**config.mk**
```make
export PLATFORM = sky130hd
export DESIGN_NAME = dfl_latch
export DESIGN_NICKNAME = d
export VERILOG_FILES = /design/src/rtl/dfl_pkg.sv /design/src/rtl/dfl_decode.sv /design/src/rtl/dfl_slots.sv /design/src/rtl/dfl_latch.sv
export SDC_FILE = /design/constraint.sdc
export NUM_CORES = 1
export LEC_CHECK = 0
export BUFFER_PORTS_ARGS = -buffer_cell sky130_fd_sc_hd__buf_4
export CAP_MARGIN = 20
export CELL_PAD_IN_SITES_DETAIL_PLACEMENT = 1
export CELL_PAD_IN_SITES_GLOBAL_PLACEMENT = 2
export CORE_ASPECT_RATIO = 1.4
export CORE_MARGIN = 2
export CORE_UTILIZATION = 31
export CTS_BUF_LIST = sky130_fd_sc_hd__clkbuf_4 sky130_fd_sc_hd__clkbuf_8
export DETAILED_ROUTE_END_ITERATION = 8
export PLACE_DENSITY_LB_ADDON = 0.1
export SETUP_SLACK_MARGIN = 0.5
export SKIP_CTS_REPAIR_TIMING = 1
export SYNTH_ARGS = -nofsm -noshare
export SYNTH_HDL_FRONTEND = slang
export SYNTH_SLANG_ARGS = --single-unit
```
**constraint.sdc**
```tcl
create_clock -name clk -period 13.35 [get_ports clk]
set_clock_uncertainty 0.1 [all_clocks]
set_input_delay 2.0025 -clock clk [delete_from_list [all_inputs] [get_ports clk]]
set_output_delay 2.0025 -clock clk [all_outputs]
set_load 0.01 [all_outputs]
```
**src/rtl/dfl_pkg.sv**
```systemverilog
package dfl_pkg;
  // control bit positions inside the configuration words
  localparam int MODE_EN_BIT    = 0;
  localparam int MODE_FMT_LSB   = 2;
  localparam int CFG_VOUT_BIT   = 3;
  localparam int CFG_ILACE_BIT  = 4;
  localparam int CFG2_BLANK_BIT = 3;

  typedef enum logic [1:0] {
    FMT_ARGB1555 = 2'd0,
    FMT_RGB565   = 2'd1,
    FMT_RGB888P  = 2'd2,
    FMT_ARGB8888 = 2'd3
  } pix_fmt_e;
endpackage

```
**src/rtl/dfl_decode.sv**
```systemverilog
module dfl_decode
  import dfl_pkg::*;
#(
  parameter int FLD_W = 10,
  localparam int RES_W = FLD_W + 2,
  localparam int STRIDE_W = FLD_W + 3
) (
  input  logic [FLD_W-1:0]    words_m1_i,
  input  logic [FLD_W-1:0]    lines_m1_i,
  input  logic [FLD_W-1:0]    modulo_i,
  input  pix_fmt_e            fmt_i,
  input  logic                ilace_i,
  output logic [RES_W-1:0]    hres_o,
  output logic [RES_W-1:0]    vres_o,
  output logic [STRIDE_W-1:0] stride_o
);
  logic [FLD_W:0]   words;
  logic [FLD_W:0]   lines;
  logic [FLD_W:0]   row_sum;
  logic [RES_W:0]   words_x4;
  logic [RES_W:0]   packed_px;

  always_comb begin
    words     = {1'b0, words_m1_i} + 1'b1;
    lines     = {1'b0, lines_m1_i} + 1'b1;
    row_sum   = {1'b0, words_m1_i} + {1'b0, modulo_i};
    words_x4  = {words, 2'b00};
    packed_px = words_x4 / 3;
    case (fmt_i)
      FMT_ARGB1555, FMT_RGB565: hres_o = {words, 1'b0};
      FMT_RGB888P:              hres_o = packed_px[RES_W-1:0];
      default:                  hres_o = {1'b0, words};
    endcase
    vres_o   = ilace_i ? {lines, 1'b0} : {1'b0, lines};
    stride_o = {row_sum, 2'b00};
  end
endmodule

```
**src/rtl/dfl_slots.sv**
```systemverilog
module dfl_slots
  import dfl_pkg::*;
#(
  parameter int RES_W = 12,
  localparam int NSLOT = 2
) (
  input  logic             clk,
  input  logic             rst,
  input  logic             wr_i,
  input  logic             clr_i,
  input  logic [RES_W-1:0] hres_i,
  input  logic [RES_W-1:0] vres_i,
  input  pix_fmt_e         fmt_i,
  output logic             idx_o,
  output logic             diff_o
);
  logic [RES_W-1:0] hres_q [NSLOT];
  logic [RES_W-1:0] vres_q [NSLOT];
  pix_fmt_e         fmt_q  [NSLOT];
  logic             idx_q;

  for (genvar s = 0; s < NSLOT; s++) begin : g_slot
    always_ff @(posedge clk) begin
      if (rst) begin
        hres_q[s] <= '0;
        vres_q[s] <= '0;
        fmt_q[s]  <= FMT_ARGB1555;
      end else if (wr_i && (idx_q == 1'(s))) begin
        hres_q[s] <= hres_i;
        vres_q[s] <= vres_i;
        fmt_q[s]  <= fmt_i;
      end else if (clr_i && (s == 0)) begin
        hres_q[s] <= '0;
        vres_q[s] <= '0;
      end
    end
  end

  always_ff @(posedge clk) begin
    if (rst)        idx_q <= 1'b0;
    else if (clr_i) idx_q <= 1'b0;
    else if (wr_i)  idx_q <= ~idx_q;
  end

  assign idx_o  = idx_q;
  assign diff_o = (hres_i != hres_q[~idx_q]) || (vres_i != vres_q[~idx_q]) ||
                  (fmt_i != fmt_q[~idx_q]);
endmodule

```
**src/rtl/dfl_latch.sv**
```systemverilog
module dfl_latch
  import dfl_pkg::*;
#(
  parameter int FLD_W  = 10,
  parameter int REG_W  = 32,
  parameter int ADDR_W = 24,
  parameter int COL_W  = 24,
  localparam int RES_W    = FLD_W + 2,
  localparam int STRIDE_W = FLD_W + 3
) (
  input  logic                clk,
  input  logic                rst,
  input  logic                latch_i,
  input  logic [REG_W-1:0]    size_i,
  input  logic [REG_W-1:0]    mode_i,
  input  logic [REG_W-1:0]    cfg_i,
  input  logic [REG_W-1:0]    cfg2_i,
  input  logic [COL_W-1:0]    border_i,
  input  logic [ADDR_W-1:0]   base_i,
  output logic [RES_W-1:0]    hres_o,
  output logic [RES_W-1:0]    vres_o,
  output logic [1:0]          fmt_o,
  output logic [STRIDE_W-1:0] stride_o,
  output logic [ADDR_W-1:0]   base_o,
  output logic                enabled_o,
  output logic                blank_o,
  output logic                slot_o,
  output logic [COL_W-1:0]    border_o,
  output logic                change_stb_o,
  output logic                blank_stb_o,
  output logic                off_stb_o
);
  pix_fmt_e            fmt;
  logic                en, blank_req;
  logic [RES_W-1:0]    hres_d, vres_d;
  logic [STRIDE_W-1:0] stride_d;
  logic                slot_idx, slot_diff;
  logic                unused_bits;

  assign fmt       = pix_fmt_e'(mode_i[MODE_FMT_LSB +: 2]);
  assign en        = mode_i[MODE_EN_BIT] & cfg_i[CFG_VOUT_BIT];
  assign blank_req = cfg2_i[CFG2_BLANK_BIT];
  assign unused_bits = ^{size_i[REG_W-1:3*FLD_W], mode_i[REG_W-1:4], mode_i[1],
                         cfg_i[REG_W-1:5], cfg_i[2:0], cfg2_i[REG_W-1:4], cfg2_i[2:0]};

  dfl_decode #(.FLD_W(FLD_W)) dec_i (
    .words_m1_i (size_i[FLD_W-1:0]),
    .lines_m1_i (size_i[2*FLD_W-1:FLD_W]),
    .modulo_i   (size_i[3*FLD_W-1:2*FLD_W]),
    .fmt_i      (fmt),
    .ilace_i    (cfg_i[CFG_ILACE_BIT]),
    .hres_o     (hres_d),
    .vres_o     (vres_d),
    .stride_o   (stride_d)
  );

  dfl_slots #(.RES_W(RES_W)) slots_i (
    .clk    (clk),
    .rst    (rst),
    .wr_i   (latch_i & en),
    .clr_i  (latch_i & ~en),
    .hres_i (hres_d),
    .vres_i (vres_d),
    .fmt_i  (fmt),
    .idx_o  (slot_idx),
    .diff_o (slot_diff)
  );

  always_ff @(posedge clk) begin
    if (rst) begin
      hres_o    <= '0;
      vres_o    <= '0;
      fmt_o     <= '0;
      stride_o  <= '0;
      base_o    <= '0;
      enabled_o <= 1'b0;
      blank_o   <= 1'b0;
      slot_o    <= 1'b0;
      border_o  <= '0;
    end else if (latch_i) begin
      hres_o    <= hres_d;
      vres_o    <= vres_d;
      fmt_o     <= fmt;
      stride_o  <= stride_d;
      base_o    <= base_i;
      enabled_o <= en;
      blank_o   <= en & blank_req;
      slot_o    <= en & slot_idx;
      border_o  <= border_i;
    end
  end

  always_ff @(posedge clk) begin
    if (rst) begin
      change_stb_o <= 1'b0;
      blank_stb_o  <= 1'b0;
      off_stb_o    <= 1'b0;
    end else begin
      change_stb_o <= latch_i & en & slot_diff;
      blank_stb_o  <= latch_i & en & blank_req;
      off_stb_o    <= latch_i & ~en;
    end
  end
endmodule

```
* Word-level counts from Yosys, hierarchy flattened
Memories as Yosys holds them, arrays and structs flattened.
Index checks and enable logic that the tools add are counted.
** Storage, ports and cells
- RAM bits :: 52
- Word-level logic and storage cells :: 71
- Output and inout port bits :: 93
- Memories kept :: 3
- Input bits :: 179
- Register bits after elaboration :: 92
** Memory list
- slots_i.hres_q :: depth 2, bits a word 12, rd ports 1, clocked after Yosys merged registers in 0, write ports 2, RTL line dfl_slots.sv:17 : logic [RES_W-1:0] hres_q [NSLOT];
- slots_i.vres_q :: depth 2, bits a word 12, rd ports 1, clocked after Yosys merged registers in 0, write ports 2, RTL line dfl_slots.sv:18 : logic [RES_W-1:0] vres_q [NSLOT];
- slots_i.fmt_q :: depth 2, bits a word 2, rd ports 1, clocked after Yosys merged registers in 0, write ports 2, RTL line dfl_slots.sv:19 : pix_fmt_e fmt_q [NSLOT];
** Cells by class
- Equality and inequality tests :: 5
- Bitwise gates (word level) :: 17
- Muxes and demuxes :: 22
- Divide/modulo/power cells :: 1
- Reductions and logical operators :: 7
- $add $sub $neg :: 3
** Operator list (count)
- $mux 12 :: 7
- $div 13x2->32 const B :: 1
- $ne 12x12->1 :: 2
- $pmux 12 s2 :: 1
- $add 10x1->11 const B :: 2
- $mux 1 :: 12
- $add 10x10->11 :: 1
- $or 1x1->1 :: 8
- $and 1x1->1 :: 7
- $mux 2 :: 2
- $reduce_or 2->1 :: 2
- $eq 2x1->1 const B :: 1
- $eq 2x2->1 const B :: 1
- $logic_and 1x1->1 :: 2
- $logic_not 2->1 :: 1
- $logic_or 1x1->1 :: 2
- $ne 2x2->1 :: 1
- $not 1->1 :: 2

* Logic depth before layout (Yosys ltp)
Gate-level depths: netlist (run 1).
- Depth after elaboration :: 8
- Mapped depth :: 41
- Gate-level depth less buffers :: 39

* By module
Synthesis (run 1) repeated with hierarchy kept, for this count alone.
** Second synthesis, totals
- Cell total of the unflattened synthesis :: 1037
- Area, all modules :: 9409.0 µm²
** By module, submodules not included
- dfl_decode :: times used 1, cells each 552, area an instance 3487.1 µm², sequential area each 0.0 µm²
- dfl_latch :: times used 1, cells each 302, area an instance 3377.0 µm², sequential area each 1861.8 µm²
- dfl_slots :: times used 1, cells each 183, area an instance 2544.9 µm², sequential area each 1581.5 µm²

* Worst setup path before layout (run 1)
No wires, ideal clock.
- Path kind :: input port to flip-flop
- From :: input port size_i[0]
- To :: register change_stb_o
- Arrival time :: 10244 ps
- Stages :: 39
- Setup time :: 115 ps
- Required time :: 13135 ps
- Setup slack :: 2892 ps
- Buffers on the path :: 2
- Cell sequence :: ha_1 -> and4_1 -> a21boi_1 -> or3_1 -> clkbuf_1 -> nor3_1 -> a31oi_1 -> ha_1 -> nor2b_1 -> o21ai_0 -> a211o_1 -> nand3_1 -> nand3_1 -> xor2_1 -> a22oi_1 -> o2111a_1 -> a2111o_1 -> mux2_4 -> [3 not listed] -> xnor2_1 -> or3_1 -> nand3_1 -> nor3_1 -> or2_2 -> ha_1 -> nor3_1 -> o31ai_1 -> or2_1 -> clkbuf_1 -> o31ai_2 -> ha_1 -> o21ai_0 -> a311o_1 -> o32ai_1 -> a41oi_2 -> xnor2_1 -> o21a_1
** Between the ends
- Cells in the longest elaborated chain, start to end :: 7
** RTL lines
- from (decl) :: RTL line dfl_latch.sv:14 : input logic [REG_W-1:0] size_i,
- $add 10x1->11 (*) :: RTL line dfl_decode.sv:24 : words = {1'b0, words_m1_i} + 1'b1;
- $div 13x2->32 :: RTL line dfl_decode.sv:28 : packed_px = words_x4 / 3;
- $pmux 12 s2 (*) :: RTL line dfl_decode.sv:29 : case (fmt_i)
- $ne 12x12->1 (*) :: RTL line dfl_slots.sv:46 : assign diff_o = (hres_i != hres_q[~idx_q]) || (vres_i != vres_q[~idx_q]) ||
- $logic_or 1x1->1 (*) (2 in series) :: RTL line dfl_slots.sv:46
- $and 1x1->1 (*) :: RTL line dfl_latch.sv:99 : change_stb_o <= latch_i & en & slot_diff;
- to (signal assigned) :: RTL line dfl_latch.sv:99
- to (decl) :: RTL line dfl_latch.sv:29 : output logic change_stb_o,
Every way passes the cells marked *; elsewhere a longest branch is shown, timed or not.
A chain may end at the register's enable or synchronous reset.

* Final worst setup path (run 1)
Same ends and word-level chain as after synthesis.

==> impl.org, run 1 <==
** Clock network
- Clock-pin slew was measured on the worst setup and hold paths at about 0.07 ns.
- Count of clock tree sinks :: 144
- CTS tree :: done
- Number of buffers created by CTS :: 17
- Max clock buf depth :: 2
- CTS H-tree depth :: 4
- CTS placed an instance of clkbuf_8 at the clock tree root.
- Insertion delay to the later sink of the worst-skew pair :: 0.46 ns

** Global route
- The total overflow left after global routing is 0.
- Largest net degree at the start of global routing :: 85
- Vias in the first global route :: 8203
- Across every metal layer, demand over resource in global routing totals 19.3%.
- Number of antenna violations at the first check in global routing :: 1
- The first global-routing pass estimated 46.2 mm of wire.

** Finish
- The post-route netlist has 21.2% of its cells at a drive strength greater than 1.
- Area added between synthesis and finish :: 23.9%
- Non-Filler Instances :: between 1500 and 2000
- After routing the design area is around 11000 um^2.
- Once layout is complete, the utilization of the core stands at between 30% and 40%.
- The layout has between 3000 and 4000 filler cells.
- At the end of the flow, the number of nets in the layout was between 1000 and 1500.

** Logic synthesis
- Post-synthesis sequential area ratio :: 37.7%
- For this run, the leading register cell type out of synthesis is dfxtp_1.
- Flip-flop and latch count after synthesis :: 144
- Netlist cell types :: 84
- FFs w/ async S/R, synth :: 0%
- The Yosys step of the flow raised 0 warnings.
- Counting flops with a built-in enable in the synthesized netlist gives 52.
- Area of the mapped netlist :: 9030 um^2
- The average instance in the mapped netlist occupies 8.75 um^2.
- After technology mapping, the gate count stands at 1032.

** Worst setup path
- Delay of the slowest cell on the worst path :: approximately 0.55 ns
- Startpoint of the worst register-to-register path :: slots_i.idx_o
- Counting both buffers and inverters, the worst setup path holds a total of 2.
- Largest fanout on the critical path :: 16
- Library cell appearing most often on the critical path :: ha_1
- Data arrival time of the critical path :: 12.26 ns
- Type of the worst setup path :: in2reg
- Critical path launch point type :: primary input
- For this design, the slowest cell found on the critical path is xor2_1.
- The worst register-to-register path has a setup slack of 9.41 ns.
- Cell family contributing the most delay on the critical path :: compound AO/OA/AOI/OAI gates
- For the worst setup path, the data required time is 13.60 ns.
- Path depth of the worst reg2reg path :: 12
- The endpoint identified for the worst register-to-register timing path is change_stb_o.
- STA classifies the critical path endpoint as a register.

** Hold path
- Capture endpoint of the worst hold path :: slot_o
- Class of the most critical hold timing path :: reg2reg
- Counting instances, the worst hold path has a depth of 2.
- The startpoint identified for the worst hold timing path is slot_o.

** Power
- Logic gate share of total power :: 31.4%
- The internal power of the cells totals 0.903 mW.
- Clock share of power :: 31.5%
- In this run the power spent charging and discharging nets is about 0.42 mW.
- Sw Ratio :: 31.7%
- Power spread over the standard cell area amounts to between 100 and 150 nW/um^2.
- Leakage component of the power :: 4.68 nW
- Power after layout :: 1.32 mW
- IR analysis of the VDD net gives a maximum drop of 70.0 uV.
- Flop pwr share :: between 30% and 40%

** Floorplan
- The floorplan step defined a core boundary enclosing 28500 um^2.
- Once the floorplan was initialized, standard cells occupied 31.7% of the core.
- Width of the die :: between 100 and 150 um
- Ports placed on the boundary :: 272
- Chip height :: 206 um
- The floorplan has 73 rows.
- Total die area :: 30500 um^2

** STA
- The final critical path takes up 90.0% of the cycle.
- Highest clock frequency the design can meet :: 83.3 MHz
- Final setup violation count :: 0
- The max-slew violation total from the final report came to 0.
- The hold violation count in the final report came to 0.
- Minimum clock period :: roughly 12 ns
- In the post-route analysis, the smallest setup slack over all paths is approximately 1.3 ns.
- Hold timing on the final database bottoms out at a slack of 0.362 ns.
- Unrepaired setup endpoints after global routing :: no
- In the final timing run, aggregate negative setup slack is 0 ns.
- At the pin with the least slew margin, the transition time is 1.03 ns.
- Headroom to the max-slew limit :: 31.1%

** Route
- Wire per inst :: 19.2 um
- The detailed router finished its first iteration with 319 violations.
- Once detail routing completed, the nets flagged for antenna violations numbered 0.
- Detailed routing inserted a total of slightly above 8000 vias.
- For this run, design rule violations remaining after detail routing come to 0.
- Number of iterations in the first detailed-routing pass :: 4
- Wires add up to 30.2 mm.
- Vias/cell :: around 5.2

** Outcome
- Outcome :: complete, no violations

** Run
- Max cap viols :: 0

** Placed design
- Routability-driven placement finished with a final weighted congestion of 0.795.
- In this run the cell area measured after placement is 10700 um^2.
- HPWL Detailed :: around 23 mm
- During placement, the flow inserted port buffers numbering 177.
- Cell Count Post-Placement :: 1535
- Worst slack, placed :: between 0.8 and 0.9 ns
cell families after synthesis:
logic type                 Yosys count  synth area share (%)
AOI/OAI and AO/OA                  234                  18.5
xor gates and xnor gates            61                  6.00
adders and majority gates           19                  2.72
buffers and inverters               80                  3.55
DFF                                144                  37.7
muxes                               99                  11.2
other                                1                0.0415
and+or+nand+nor                    394                  20.3
final cells by class:
| class | instances | area, um^2 | share of cell area (%) |
|---|---|---|---|
| diodes | 1 | 2.50 | 0.0224 |
| clock buffers | 21 | 277 | 2.47 |
| clock inverters | 11 | 209 | 1.87 |
| inverters | 18 | 67.6 | 0.604 |
| multi-input cells | 809 | 5310 | 47.5 |
| flip-flops and latches | 144 | 3400 | 30.4 |
| well taps | 375 | 469 | 4.19 |
| repair buffers | 190 | 1450 | 12.9 |
registers in the layout, indices dropped and copies added (netlist names):
| register | cells |
|---|---|
| slots_i.fmt_q | 4 |
| slots_i.idx_o | 1 |
| hres_o | 12 |
| change_stb_o | 1 |
| stride_o | 11 |
| border_o | 24 |
| vres_o | 12 |
| fmt_o | 2 |
| base_o | 24 |
| blank_o | 1 |
| off_stb_o | 1 |
| enabled_o | 1 |
| slot_o | 1 |
| slots_i.vres_q | 24 |
| slots_i.hres_q | 24 |
| blank_stb_o | 1 |
worst register-to-register path, stage by stage, from the launching register on:
cell and delay (ns):
dfxtp_2 0.34, buf_4 0.45, mux2_2 0.41, or3_1 0.31
a221oi_1 0.41, nand4_1 0.16, nor4_1 0.29, nand4_1 0.20
nor4_1 0.31, nand4_1 0.16, nor4_1 0.37, nand3_1 0.14
o21a_1 0.19
per-layer routing:
layer / wire [um] / share of wire (%) / GRT usage (%)
met1: 12500 / 41 / 22.1
met2: 16200 / 54 / 36.8
met3: 864 / 2.9 / 2.89
met4: 584 / 1.9 / 5.75
met5: 0 / 0 / 0
worst max-delay path by stage:
stage               cells past startpoint       from      endpoint  slack [ns]
finish                                 39  size_i[0]  change_stb_o        1.34
floorplan                              39  size_i[0]  change_stb_o        2.89
global route                           37  size_i[0]  change_stb_o        0.61
CTS                                    39  size_i[0]  change_stb_o        1.34
global placement                       38  size_i[0]  change_stb_o        0.85
detailed placement                     39  size_i[0]  change_stb_o        0.85
cells in the final DEF (no fill, tap or decap), types with 7 or more instances in the layout:
cell / instances
a211oi_1: 27
a21o_1: 9
a21oi_1: 49
a31oi_1: 16
and2_1: 9
and3_1: 9
buf_4: 189
clkbuf_8: 19
dfxtp_1: 91
edfxtp_1: 52
ha_1: 18
inv_1: 16
mux2_2: 7
mux2i_1: 90
nand2_1: 58
nand2b_1: 13
nand3_1: 34
nand4_1: 12
nor2_1: 184
nor2b_1: 7
nor3_1: 21
o211ai_1: 8
o21a_1: 7
o21ai_0: 32
o21bai_1: 8
o31ai_1: 7
or3_1: 10
or4_1: 7
xnor2_1: 38
xor2_1: 22
Yosys cell counts (16+ instances only):
master    instances  area share (%)
clkbuf_1         48             2.0
dfxtp_1          92              20
nand2_1          58             2.4
o21ai_0          32             1.8
inv_1            16            0.66
nor2_1          184             7.6
xor2_1           22             2.1
nand3_1          34             1.9
edfxtp_1         52              17
ha_1             18             2.5
a211oi_1         27             2.2
xnor2_1          38             3.7
mux2i_1          90              10
nor3_1           21             1.2
a21oi_1          49             2.7
a31oi_1          16             1.1
power groups by stage:
stage	sequential (mW)	clock (mW)	combinational, mW
6_report	0.491	0.417	0.415
3_5_place_dp	0.501	0	0.418
5_1_grt	0.494	0.445	0.461
3_3_place_gp	0.499	0	0.416
4_1_cts	0.491	0.432	0.420
2_1_floorplan	0.508	0	0.273
(Power assumes the default switching activity.)
==> run 2: changes to the inputs <==
--- a/config.mk
+++ b/config.mk
@@ -5,13 +5,15 @@
 export SDC_FILE = /design/constraint.sdc
 export NUM_CORES = 1
 export LEC_CHECK = 0
+export ABC_AREA = 1
+export ABC_CLOCK_PERIOD_IN_PS = 13350
 export BUFFER_PORTS_ARGS = -buffer_cell sky130_fd_sc_hd__buf_4
 export CAP_MARGIN = 20
 export CELL_PAD_IN_SITES_DETAIL_PLACEMENT = 1
 export CELL_PAD_IN_SITES_GLOBAL_PLACEMENT = 2
 export CORE_ASPECT_RATIO = 1.4
 export CORE_MARGIN = 2
-export CORE_UTILIZATION = 31
+export CORE_UTILIZATION = 29
 export CTS_BUF_LIST = sky130_fd_sc_hd__clkbuf_4 sky130_fd_sc_hd__clkbuf_8
 export DETAILED_ROUTE_END_ITERATION = 8
 export PLACE_DENSITY_LB_ADDON = 0.1
==> run 2 against run 1 <==
  * Synthesized area decreased by 2.2%
  * Maximum frequency up 16%
  * Routed wire length decreased by 0.67%
  * Worst hold slack gained 0.019 ns
  * First-iteration DRC count shrank 24%
  * Non-clock buffer count fell by 7
  * Count of clock-buffer cells in the layout up 1
  * Largest power group is now combinational cells
  * Setup slack improved by 1.6 ns
  * Largest cell class unchanged
==> impl.org, run 2 <==
** Outcome
- Outcome: complete, no violations (unchanged).

** Clock network
- Insertion delay to the later sink of the worst-skew pair :: 0.47 ns (was 0.46 ns)
- The H-tree level count came to 4 (unchanged).
- The TritonCTS clock tree was done (unchanged).
- Max clock buf depth :: 2 (unchanged)
- Count of clock tree sinks :: 144 (unchanged)
- The clock transition at the registers of the reported paths was 0.08 ns (was 0.07 ns).
- Clock Root Buffer :: clkbuf_8 (unchanged)
- Number of buffers created by CTS :: 17 (unchanged)

** Worst setup path
- Nature of the critical path endpoint :: register (unchanged)
- Type of the worst setup path :: in2reg (unchanged)
- The startpoint type of the worst setup path was a primary input (unchanged).
- The register-to-register path setup slack was 8.93 ns (was 9.41 ns).
- The worst path arrival time is 10.66 ns (was 12.26 ns).
- The largest fanout on the critical path was 9 (was 16).
- Critical path's slowest cell :: nor3_1 (was xor2_1)
- The most repeated library cell on the critical path is nand2_2 (was ha_1).
- Delay of the slowest cell on the worst path :: 0.45 ns (was 0.55 ns)
- The required arrival time at the worst endpoint came to 13.62 ns (was 13.60 ns).

** Global route
- Overall fraction of global-route tracks in use :: 19.3% (about the same)
- The pin count of the biggest net entering global routing is 92 (was 85).
- The remaining global-route overflow came to 0 (unchanged).
- The initial antenna violation count is 0 (was 1).
- Vias in the first global route :: 8673 (was 8203)
- The first-pass GRT wire length came to 47.0 mm (was 46.2 mm).

** Logic synthesis
- Commonest cells in the netlist: 218 x nor2_1, 199 x nand2_1, 118 x inv_1, 92 x dfxtp_1, 89 x o21ai_0 (was 184 x nor2_1, 92 x dfxtp_1, 90 x mux2i_1, 58 x nand2_1, 52 x edfxtp_1).
- Flip-flop and latch count after synthesis :: 144 (unchanged)
- The proportion of synthesized chip area in sequential cells came to 38.5% (was 37.7%).
- The number of warnings printed during yosys synthesis came to 0 (unchanged).
- The average cell area after synthesis was 7.49 um^2 (was 8.75 um^2).
- Number of enable-type register cells in the synthesized netlist :: 52 (unchanged)
- The area of the mapped netlist was 8830 um^2 (was 9030 um^2).
- Cell with the most instances after synthesis :: nor2_1 (unchanged)
- FFs w/ async S/R, synth :: 0% (unchanged)
- Gate count after technology mapping :: 1179 (was 1032)
- Netlist cell types :: 58 (was 84)
- Yosys top cell area share :: 20.9% (was 20.4%)
- Top_reg_cell synth :: dfxtp_1 (unchanged)
- The library cell occupying the most area in the post-synthesis netlist was dfxtp_1 (unchanged).
- Dominant cells by area after synthesis: dfxtp_1 21%, edfxtp_1 18%, nor2_1 9.3%, nand2_1 8.5%, o21ai_0 5.0% (was dfxtp_1 20%, edfxtp_1 17%, mux2i_1 10%, nor2_1 7.6%, xnor2_1 3.7%).

** Hold path
- Class of the most critical hold timing path :: reg2reg (unchanged)

** Route
- The number of remaining DRC errors came to 0 (unchanged).
- Vias/cell :: 4.72 (was 5.22)
- Wire per inst :: 17.2 um (was 19.2 um)
- The post-route antenna net violation count is 0 (unchanged).
- Number of iterations in the first detailed-routing pass :: 4 (unchanged)
- Detailed-route via count :: 8215 (was 8189)
- The total wirelength of the detailed-routed design was 30.0 mm (was 30.2 mm).
- Starting DRC count in detailed routing :: 244 (was 319)

** Placed design
- # port buffers :: 177 (unchanged)
- Routability congestion estimate :: 0.781 (was 0.795)
- The placed wire-length estimate after detailed placement is 23.0 mm (was 22.9 mm).

** Power
- The largest voltage drop on the vdd net came to 80.9 uV (was 70.0 uV).
- The static power due to leakage is 5.27 nW (was 4.68 nW).
- The power density relative to cell area is 155 nW/um^2 (was 118 nW/um^2).
- The total power came to 1.71 mW (was 1.32 mW).

** STA
- The max-slew violation total from the final report was 0 (unchanged).
- Minimum clock period :: 10.39 ns (was 12.01 ns)
- Final setup violation count :: 0 (unchanged)
- The setup total negative slack came to 0 ns (unchanged).
- Transition time at the pin with the least slew margin :: 1.02 ns (was 1.03 ns)
- Highest clock frequency the design can meet :: 96.2 MHz (was 83.3 MHz)
- Unrepaired setup endpoints after global routing: no (unchanged).
- Hold violation total from the final report :: 0 (unchanged)
- The headroom to the max-slew limit came to 31.7% (was 31.1%).
- The share of the clock period used by the worst path came to 77.8% (was 90.0%).

** Floorplan
- Chip height :: 210 um (was 206 um)
- The boundary pin count came to 272 (unchanged).
- The number of rows created at floorplan came to 75 (was 73).
- The core outline area is 29900 um^2 (was 28500 um^2).
- The chip width came to 151 um (was 148 um).
- The starting utilization of the core area came to 29.5% (was 31.7%).
- Total die area :: 31900 um^2 (was 30500 um^2)

** Finish
- Highest-count cells in the layout ignoring fill and taps: 218 x nor2_1, 199 x nand2_1, 182 x buf_4, 118 x inv_1, 92 x dfxtp_1 (was 189 x buf_4, 184 x nor2_1, 91 x dfxtp_1, 90 x mux2i_1, 58 x nand2_1).
- The leading cell type in the layout, fill and taps excluded is nor2_1 (was buf_4).
- The antenna diode count came to 0 (was 1).
- The share of final-layout standard cells stronger than drive strength 1 was 25.5% (was 21.2%).
- The growth of design area from synthesis to finish was 25.2% (was 23.9%).
- Number of nets in the final layout :: 1540 (was 1378)

** Run
- The max capacitance violation total came to 0 (unchanged).
[run 2: cell families after synthesis]
family / after synthesis / share of synthesized area, %
AO/OA/AOI/OAI: 173 / 11.4
other: 1 / 0.0425
AND/OR/NAND/NOR: 610 / 33.9
flip-flops: 144 / 38.5
multiplexers: 12 / 1.36
buffers and inverters: 177 / 7.69
XOR/XNOR: 43 / 4.26
adder cells (fa/ha/maj): 19 / 2.78
[run 2: per-layer routing]
layer | part of all wire (%) | track usage [%]
met3 | 5.6 | 5.71
met2 | 53 | 36.4
met4 | 1.6 | 5.24
met5 | 0 | 0
met1 | 39 | 20.5
[run 2: worst paths after layout]
kind,startpoint,to,cells past startpoint
hold / removal,blank_o,blank_o,2
hold reg to reg,blank_o,blank_o,2
setup / recovery,size_i[0],change_stb_o,64
setup reg to reg,slots_i.idx_o,change_stb_o,19
[run 2: metrics by stage]
stage | std cells | hold WS, ns | setup slack, ns | utilization [%] | instance area (um^2)
final | 1740 | 0.380 | 2.96 | 36.9 | 11100
after global routing | 1740 | 0.400 | 2.11 | 36.9 | 11100
after CTS | 1739 | 0.387 | 2.79 | 36.9 | 11000
after detailed placement | 1707 | 0.371 | 2.28 | 35.2 | 10500
after global placement | 1707 | 0.363 | 2.40 | 35.2 | 10500
after floorplan | 1180 | 0.390 | 4.68 | - | 8840
[run 2: area by class of cell]
class / count / area (um^2)
clock buffers: 22 / 278
well taps: 385 / 482
fillers: 3710 / 18900
clock inverters: 10 / 233
inverters: 137 / 514
multi-input cells: 859 / 4760
repair buffers: 183 / 1380
flip-flops and latches: 144 / 3400
[run 2: power breakdown]
group          internal [mW]  total [mW]  switching (mW)  leakage, nW
registers              0.482       0.495          0.0125         1.32
clock network          0.273       0.447           0.174        0.247
logic                  0.264       0.771           0.507         3.70
total                   1.02        1.71           0.693         5.27
[run 2: critical path, delay by kind of cell]
family | cells | cell delay (ns)
XOR/XNOR | 1 | 0.39
AND/OR/NAND/NOR | 48 | 5.79
adder cells (fa/ha/maj) | 4 | 1.10
buffers and inverters | 8 | 0.93
AO/OA/AOI/OAI | 3 | 0.41
